--- src/rtl/intr_prio_pkg.sv ---
// Shared constants and types for the vectored interrupt priority controller.
// Assumes a vector space that is a power of two split into equal words.
package intr_prio_pkg;
    localparam int unsigned NVEC_DEF   = 256;
    localparam int unsigned WORD_DEF   = 32;
    localparam int unsigned RSV_DEF    = 16;
    localparam int unsigned CLS_W      = 4;

    typedef enum logic {
        TRIG_EDGE  = 1'b0,
        TRIG_LEVEL = 1'b1
    } trig_e;
endpackage

--- src/rtl/intr_vec_array.sv ---
// One vector bit array stored as NVEC/WORD_W words.
// Per edge it first applies a clear (clr_en/clr_idx) and then a write
// (wr_en/wr_idx/wr_val), so a write to the same bit wins over the clear.
// Assumes NVEC is a multiple of WORD_W and both are powers of two.
module intr_vec_array #(
    parameter int unsigned NVEC   = 256,
    parameter int unsigned WORD_W = 32,
    localparam int unsigned IDX_W  = $clog2(NVEC),
    localparam int unsigned BIT_W  = $clog2(WORD_W),
    localparam int unsigned NWORD  = NVEC / WORD_W,
    localparam int unsigned WSEL_W = IDX_W - BIT_W
) (
    input  logic             clk,
    input  logic             rst_n,
    input  logic             clr_en,
    input  logic [IDX_W-1:0] clr_idx,
    input  logic             wr_en,
    input  logic [IDX_W-1:0] wr_idx,
    input  logic             wr_val,
    output logic [NVEC-1:0]  bits_o
);
    for (genvar w = 0; w < NWORD; w++) begin : g_word
        localparam int unsigned WI = w;
        logic [WORD_W-1:0] word_q;
        logic [WORD_W-1:0] word_d;
        logic              clr_hit;
        logic              wr_hit;

        // Decode whether this word is addressed by the clear or the write.
        always_comb begin
            clr_hit = clr_en && (clr_idx[IDX_W-1:BIT_W] == WSEL_W'(WI));
            wr_hit  = wr_en  && (wr_idx[IDX_W-1:BIT_W]  == WSEL_W'(WI));
        end

        // Build the next word: clear first, then write.
        always_comb begin
            word_d = word_q;
            if (clr_hit) word_d[clr_idx[BIT_W-1:0]] = 1'b0;
            if (wr_hit)  word_d[wr_idx[BIT_W-1:0]]  = wr_val;
        end

        // Hold the word, emptied by reset.
        always_ff @(posedge clk) begin
            if (!rst_n) word_q <= '0;
            else        word_q <= word_d;
        end

        assign bits_o[w*WORD_W +: WORD_W] = word_q;
    end
endmodule

--- src/rtl/intr_find_top.sv ---
// Finds the highest set bit of a vector array by scanning words from the top
// word down and taking the most significant set bit of the first non-zero word.
// Purely combinational; hit is 0 and idx is 0 when every word is zero.
module intr_find_top #(
    parameter int unsigned NVEC   = 256,
    parameter int unsigned WORD_W = 32,
    localparam int unsigned IDX_W  = $clog2(NVEC),
    localparam int unsigned BIT_W  = $clog2(WORD_W),
    localparam int unsigned NWORD  = NVEC / WORD_W,
    localparam int unsigned WSEL_W = IDX_W - BIT_W
) (
    input  logic [NVEC-1:0]  bits_i,
    output logic             hit,
    output logic [IDX_W-1:0] idx
);
    logic [NWORD-1:0] nz;
    logic [BIT_W-1:0] msb [NWORD];

    for (genvar w = 0; w < NWORD; w++) begin : g_enc
        logic [WORD_W-1:0] word;
        assign word  = bits_i[w*WORD_W +: WORD_W];
        assign nz[w] = |word;

        // Priority-encode this word; the highest set bit wins.
        always_comb begin
            msb[w] = '0;
            for (int b = 0; b < WORD_W; b++) begin
                if (word[b]) msb[w] = BIT_W'(b);
            end
        end
    end

    // Pick the top non-zero word and join its number with its bit index.
    always_comb begin
        logic [WSEL_W-1:0] sel;
        sel = '0;
        for (int w = 0; w < NWORD; w++) begin
            if (nz[w]) sel = WSEL_W'(w);
        end
        hit = |nz;
        idx = hit ? {sel, msb[sel]} : '0;
    end
endmodule

--- src/rtl/intr_prio_eval.sv ---
// Derives the processor priority from the task priority and the highest
// in-service vector, and decides whether the top pending vector is offered.
// Purely combinational; priorities compare by 16-vector class.
module intr_prio_eval #(
    parameter int unsigned VEC_W = 8,
    parameter int unsigned CLS_W = 4,
    localparam int unsigned LOW_W = VEC_W - CLS_W
) (
    input  logic             enabled,
    input  logic [VEC_W-1:0] tpr,
    input  logic             isr_hit,
    input  logic [VEC_W-1:0] isr_vec,
    input  logic             irr_hit,
    input  logic [VEC_W-1:0] irr_vec,
    output logic [VEC_W-1:0] ppr,
    output logic             offer
);
    logic [VEC_W-1:0] isr_eff;
    logic [VEC_W-1:0] irr_cls;

    // Choose between task priority and the in-service class.
    always_comb begin
        isr_eff = isr_hit ? isr_vec : '0;
        if (tpr[VEC_W-1:LOW_W] >= isr_eff[VEC_W-1:LOW_W]) ppr = tpr;
        else ppr = {isr_eff[VEC_W-1:LOW_W], {LOW_W{1'b0}}};
    end

    // Offer only a pending class strictly above the processor priority.
    always_comb begin
        irr_cls = {irr_vec[VEC_W-1:LOW_W], {LOW_W{1'b0}}};
        offer   = enabled && irr_hit && (irr_cls > ppr);
    end
endmodule

--- src/rtl/intr_prio_ctrl.sv ---
// Vectored interrupt priority controller top level.
// Keeps pending, in-service and trigger-mode arrays, a task priority and the
// registered offer/priority outputs, and emits the end-of-interrupt broadcast.
// Assumes ack and eoi are one-cycle pulses; ack acts only while irq_avail is 1.
module intr_prio_ctrl #(
    parameter int unsigned NVEC   = intr_prio_pkg::NVEC_DEF,
    parameter int unsigned WORD_W = intr_prio_pkg::WORD_DEF,
    parameter int unsigned RSV    = intr_prio_pkg::RSV_DEF,
    localparam int unsigned VEC_W = $clog2(NVEC)
) (
    input  logic             clk,
    input  logic             rst_n,
    input  logic             hw_en,
    input  logic             sw_en,
    input  logic             dir_eoi_en,
    input  logic             req_valid,
    input  logic [VEC_W-1:0] req_vec,
    input  logic             req_level,
    output logic             req_accepted,
    input  logic             tpr_we,
    input  logic [VEC_W-1:0] tpr_wdata,
    input  logic             ack,
    input  logic             eoi,
    output logic             irq_avail,
    output logic [VEC_W-1:0] irq_vec,
    output logic [VEC_W-1:0] ppr,
    output logic             eoi_out_valid,
    output logic [VEC_W-1:0] eoi_out_vec,
    output logic             eoi_out_level
);
    import intr_prio_pkg::*;

    logic [NVEC-1:0]  irr_bits;
    logic [NVEC-1:0]  isr_bits;
    logic [NVEC-1:0]  tmr_bits;
    logic             irr_hit;
    logic [VEC_W-1:0] irr_top;
    logic             isr_hit;
    logic [VEC_W-1:0] isr_top;
    logic [VEC_W-1:0] tpr_q;
    logic [VEC_W-1:0] ppr_d;
    logic             offer_d;
    logic             enabled;
    logic             req_ok;
    logic             ack_take;
    logic             eoi_take;
    logic             bcast_d;
    trig_e            req_trig;
    trig_e            ret_trig;

    // Qualify the incoming strobes.
    always_comb begin
        enabled      = hw_en && sw_en;
        req_ok       = req_valid && enabled && (req_vec >= VEC_W'(RSV));
        req_accepted = req_ok && !irr_bits[req_vec];
        ack_take     = ack && irq_avail;
        eoi_take     = eoi && isr_hit;
        bcast_d      = eoi_take && !dir_eoi_en;
        req_trig     = req_level ? TRIG_LEVEL : TRIG_EDGE;
        ret_trig     = tmr_bits[isr_top] ? TRIG_LEVEL : TRIG_EDGE;
    end

    // Pending array: acknowledge clears, request sets (request wins).
    intr_vec_array #(.NVEC(NVEC), .WORD_W(WORD_W)) u_irr (
        .clk(clk), .rst_n(rst_n),
        .clr_en(ack_take), .clr_idx(irq_vec),
        .wr_en(req_ok), .wr_idx(req_vec), .wr_val(1'b1),
        .bits_o(irr_bits)
    );

    // In-service array: retirement clears, acknowledge sets.
    intr_vec_array #(.NVEC(NVEC), .WORD_W(WORD_W)) u_isr (
        .clk(clk), .rst_n(rst_n),
        .clr_en(eoi_take), .clr_idx(isr_top),
        .wr_en(ack_take), .wr_idx(irq_vec), .wr_val(1'b1),
        .bits_o(isr_bits)
    );

    // Trigger-mode array: retirement clears, request writes its mode.
    intr_vec_array #(.NVEC(NVEC), .WORD_W(WORD_W)) u_tmr (
        .clk(clk), .rst_n(rst_n),
        .clr_en(eoi_take), .clr_idx(isr_top),
        .wr_en(req_ok), .wr_idx(req_vec), .wr_val(req_trig == TRIG_LEVEL),
        .bits_o(tmr_bits)
    );

    // Highest pending vector.
    intr_find_top #(.NVEC(NVEC), .WORD_W(WORD_W)) u_top_irr (
        .bits_i(irr_bits), .hit(irr_hit), .idx(irr_top)
    );

    // Highest in-service vector.
    intr_find_top #(.NVEC(NVEC), .WORD_W(WORD_W)) u_top_isr (
        .bits_i(isr_bits), .hit(isr_hit), .idx(isr_top)
    );

    // Priority and offer decision.
    intr_prio_eval #(.VEC_W(VEC_W), .CLS_W(CLS_W)) u_eval (
        .enabled(enabled), .tpr(tpr_q),
        .isr_hit(isr_hit), .isr_vec(isr_top),
        .irr_hit(irr_hit), .irr_vec(irr_top),
        .ppr(ppr_d), .offer(offer_d)
    );

    // Task priority register.
    always_ff @(posedge clk) begin
        if (!rst_n)      tpr_q <= '0;
        else if (tpr_we) tpr_q <= tpr_wdata;
    end

    // Register the priority and the offered vector.
    always_ff @(posedge clk) begin
        if (!rst_n) begin
            ppr       <= '0;
            irq_avail <= 1'b0;
            irq_vec   <= '0;
        end else begin
            ppr       <= ppr_d;
            irq_avail <= offer_d;
            irq_vec   <= offer_d ? irr_top : '0;
        end
    end

    // Register the end-of-interrupt broadcast.
    always_ff @(posedge clk) begin
        if (!rst_n) begin
            eoi_out_valid <= 1'b0;
            eoi_out_vec   <= '0;
            eoi_out_level <= 1'b0;
        end else begin
            eoi_out_valid <= bcast_d;
            eoi_out_vec   <= bcast_d ? isr_top : '0;
            eoi_out_level <= bcast_d && (ret_trig == TRIG_LEVEL);
        end
    end
endmodule

--- config.mk ---
export PLATFORM = sky130hd
export DESIGN_NAME = intr_prio_ctrl
export DESIGN_NICKNAME = d
export VERILOG_FILES = /design/src/rtl/intr_prio_pkg.sv /design/src/rtl/intr_vec_array.sv /design/src/rtl/intr_find_top.sv /design/src/rtl/intr_prio_eval.sv /design/src/rtl/intr_prio_ctrl.sv
export SDC_FILE = /design/constraint.sdc
export NUM_CORES = 2
export LEC_CHECK = 0
export ABC_AREA = 1
export CAP_MARGIN = 20
export CORE_MARGIN = 1.5
export CORE_UTILIZATION = 41
export CTS_CLUSTER_SIZE = 28
export DETAILED_ROUTE_END_ITERATION = 8
export GPL_ROUTABILITY_DRIVEN = 0
export PLACE_DENSITY = 0.64
export RECOVER_POWER = 100
export REMOVE_ABC_BUFFERS = 1
export SLEW_MARGIN = 20
export SYNTH_ARGS = -nofsm -noshare
export SYNTH_HDL_FRONTEND = slang
export SYNTH_HIERARCHICAL = 1
export SYNTH_SLANG_ARGS = --single-unit
--- constraint.sdc ---
create_clock -name clk -period 4.8 [get_ports clk]
set_input_delay 0.96 -clock clk [delete_from_list [all_inputs] [get_ports clk]]
set_output_delay 0.96 -clock clk [all_outputs]
set_load 0.05 [all_outputs]
==> out/metrics.yaml <==
clk_pin_slew_ns: 0.06
maxClockFrequency_mhz: 221
synth_cells: 8984
synth_edf_count: 0
hp-class: "register to register"
synthToLayoutAreaGrowth_pct: 11.1
grt_remaining_overflow: 0
r2r_slack_ns: 0.28
insertedDiodeCount: 0
timing.rr.end: "u_tmr/g_word[1].word_q[30]"
finalHoldViolCount: 0
min_delay_worst_endpoint: "u_tmr/g_word[6].word_q[28]"
synthArstFlopShare_pct: 0
vias_per_cell: 5.56
ys_ff_latch: 803
track_usage_pct: 30.2
first_pass_iters: 6
final_common_cell: "nand2_1"
crit_required_ns: 5.42
slew_viol_final: 122
pin_count: 54
cts_tree: "built"
cap_violations: 1
clock_path_buffers: 3
vias: 58858
cts_htree_levels: 3
initial_core_util_pct: 41.5
cts_resized: 0
grt_pass1_vias: 52953
worstSetupStartpointType: "register"
yosysWarningCount: 6
tightest_slew_ns: 2.64
holdBufCountCts: 0
wl_per_cell_um: 18.7
regToRegStartpoint: "u_isr/g_word[6].word_q[11]"
die-area_um2: 126000
cts_post_setup_buffers_inserted: 0
port-buffer-count: 53
worstPathArrival_ns: 5.14
endpoint_kind: "register"
dpl.hpwl_mm: 129
pre_cts_ws_ns: 0.290
final_cell_mix: "nand2_1, nor2_1, dfxtp_1"
drt-initial-drc-count: 7304
grt_pass1_wl_mm: 302
relSlewSlack_pct: -75.7
min_period_ns: 4.52
die_w_um: 355
wirelength_mm: 198
peakVddDrop_v: 0.000295
clockRootBuffer: "clkbuf_16"
r2r_cells: 20
ant_nets: 0
synth_cell_types: 52
synth.cell_area_um2: 50800
skew_ns: 0.0377
hold_start: "u_tmr/g_word[6].word_q[28]"
grt_max_degree: 241
powerDensity_nw_per_um2: 271
synth_seq_area_share_pct: 31.7
synth_flop_cell: "dfxtp_1"
synth_top_cell_by_area: "dfxtp_1"
num-nets-final: 8914
status: "finished, violations left"
setup_viol: 0
hold_path_depth: 2
antenna_found_initial: 2
avgSynthCellArea_um2: 5.65
p_leak_nw: 21.7
power.total_mw: 15.3
fillers: 13008
synth_area_leaders: "dfxtp_1, nand2_1, nor2_1, nand3_1, a21oi_1"
coreArea_um2: 122000
cts_sinks: 803
critPathKind: "register to register"
rsz0062_at_grt: "yes"
violations: "max-capacitance violations, max-slew violations"
period_share_pct: 94.1
path_max_fanout: 65
drive_gt1_share_pct: 5.47
worst_slack_ns: 0.282
synth_top_area_share_pct: 31.7
cts_inserted_buffers: 98
row_count: 128
die_h_um: 355
drc: 0
clock_latency_ns: 0.74
## sequential cells by signal, summed over array words and instances (netlist names)
name and cells:
ppr 8, eoi_out_valid 1, irq_vec 8, irq_avail 1, eoi_out_vec 8, tpr_q 8, eoi_out_level 1, u_isr/g_word.word_q 256
u_irr/g_word.word_q 256, u_tmr/g_word.word_q 256
## cell usage after synthesis, types with 7 or more instances
master,n
buf_4,28
nor3_1,8
a21boi_0,140
a21oi_1,658
o21ai_1,9
buf_2,135
o211ai_1,10
nand2_1,3607
inv_2,12
buf_1,50
nor2_2,48
nand3_1,766
clkbuf_1,210
ha_1,8
o21ai_0,330
nor4_1,14
a31oi_1,19
inv_1,631
nor2_1,1390
buf_6,18
dfxtp_1,803
nand2_2,7
## worst max-delay path, cell delays in order, from the launching register on
cell	delay [ns]
dfxtp_1	0.32
nor2_1	0.18
nand2_1	0.07
nor2_1	0.33
inv_1	0.13
nor4_2	0.32
nand2_1	0.17
nor2_2	0.30
inv_2	0.06
buf_4	0.23
a31oi_1	0.23
a221oi_1	0.11
or2_1	0.23
inv_2	0.14
buf_12	0.33
nand2_1	0.43
nor2_1	0.27
buf_4	0.21
nand2_1	0.06
a21boi_0	0.21
nor2_1	0.06
## report_power, final
part           leakage, nW  internal (mW)  switching, mW
clock                 1.59           4.39           3.23
sequential            6.47           6.68         0.0138
combinational         13.7          0.242          0.724
## per-layer routing
metal / GRT usage, % / share of wire [%]
met3: 5.24 / 11
met1: 41.3 / 42
met4: 11.7 / 3.9
met5: 0 / 0.0060
met2: 47.3 / 44
## worst max-delay path by stage
stage	startpoint	endpoint	slack [ns]	cells after the start
4_1_cts	u_isr/g_word[2].word_q[21]	irq_vec[5]	0.27	31
3_3_place_gp	u_isr/g_word[2].word_q[21]	irq_vec[4]	0.29	31
3_5_place_dp	u_isr/g_word[2].word_q[21]	irq_vec[5]	0.29	31
6_report	u_isr/g_word[6].word_q[11]	u_tmr/g_word[1].word_q[30]	0.28	20
2_1_floorplan	u_isr/g_word[3].word_q[5]	eoi_out_level	-1.53	27
5_1_grt	u_isr/g_word[2].word_q[2]	eoi_out_level	0.000007	47
## final cells by class
cell class,count,area (µm²),area share [%]
Clock buffer,153,2920,5.17
Clock inverter,25,317,0.561
Inverter,652,2470,4.37
Multi-Input combinational cell,7091,30400,53.9
Sequential cell,803,16100,28.5
Tap cell,1625,2030,3.60
Timing Repair Buffer,234,2210,3.92
## kinds of logic (layout without fill, tap and decap cells)
| kind of cell | count (synthesis) | in the layout | synth area share [%] |
|---|---|---|---|
| AO/OA/AOI/OAI | 1206 | 1206 | 13.0 |
| adder cells (fa/ha/maj) | 8 | 8 | 0.197 |
| buffers and inverters | 1094 | 1064 | 8.94 |
| flip-flops | 803 | 803 | 31.7 |
| other | 1 | 5 | 0.00738 |
| AND/OR/NAND/NOR | 5872 | 5872 | 46.2 |
## per-stage QoR
step                instances  instance area, µm²  hold WS, ns  utilization [%]  setup TNS [ns]
floorplan                8546               48700        0.436                -         -133.44
global placement        10399               53000        0.442             43.3               0
detailed placement      10400               53000        0.446             43.3               0
CTS                     10578               56300        0.455             46.0               0
global route            10583               56400        0.467             46.1               0
finish                  10583               56400        0.455             46.1               0
No activity file was read; power rests on OpenSTA's default activity.
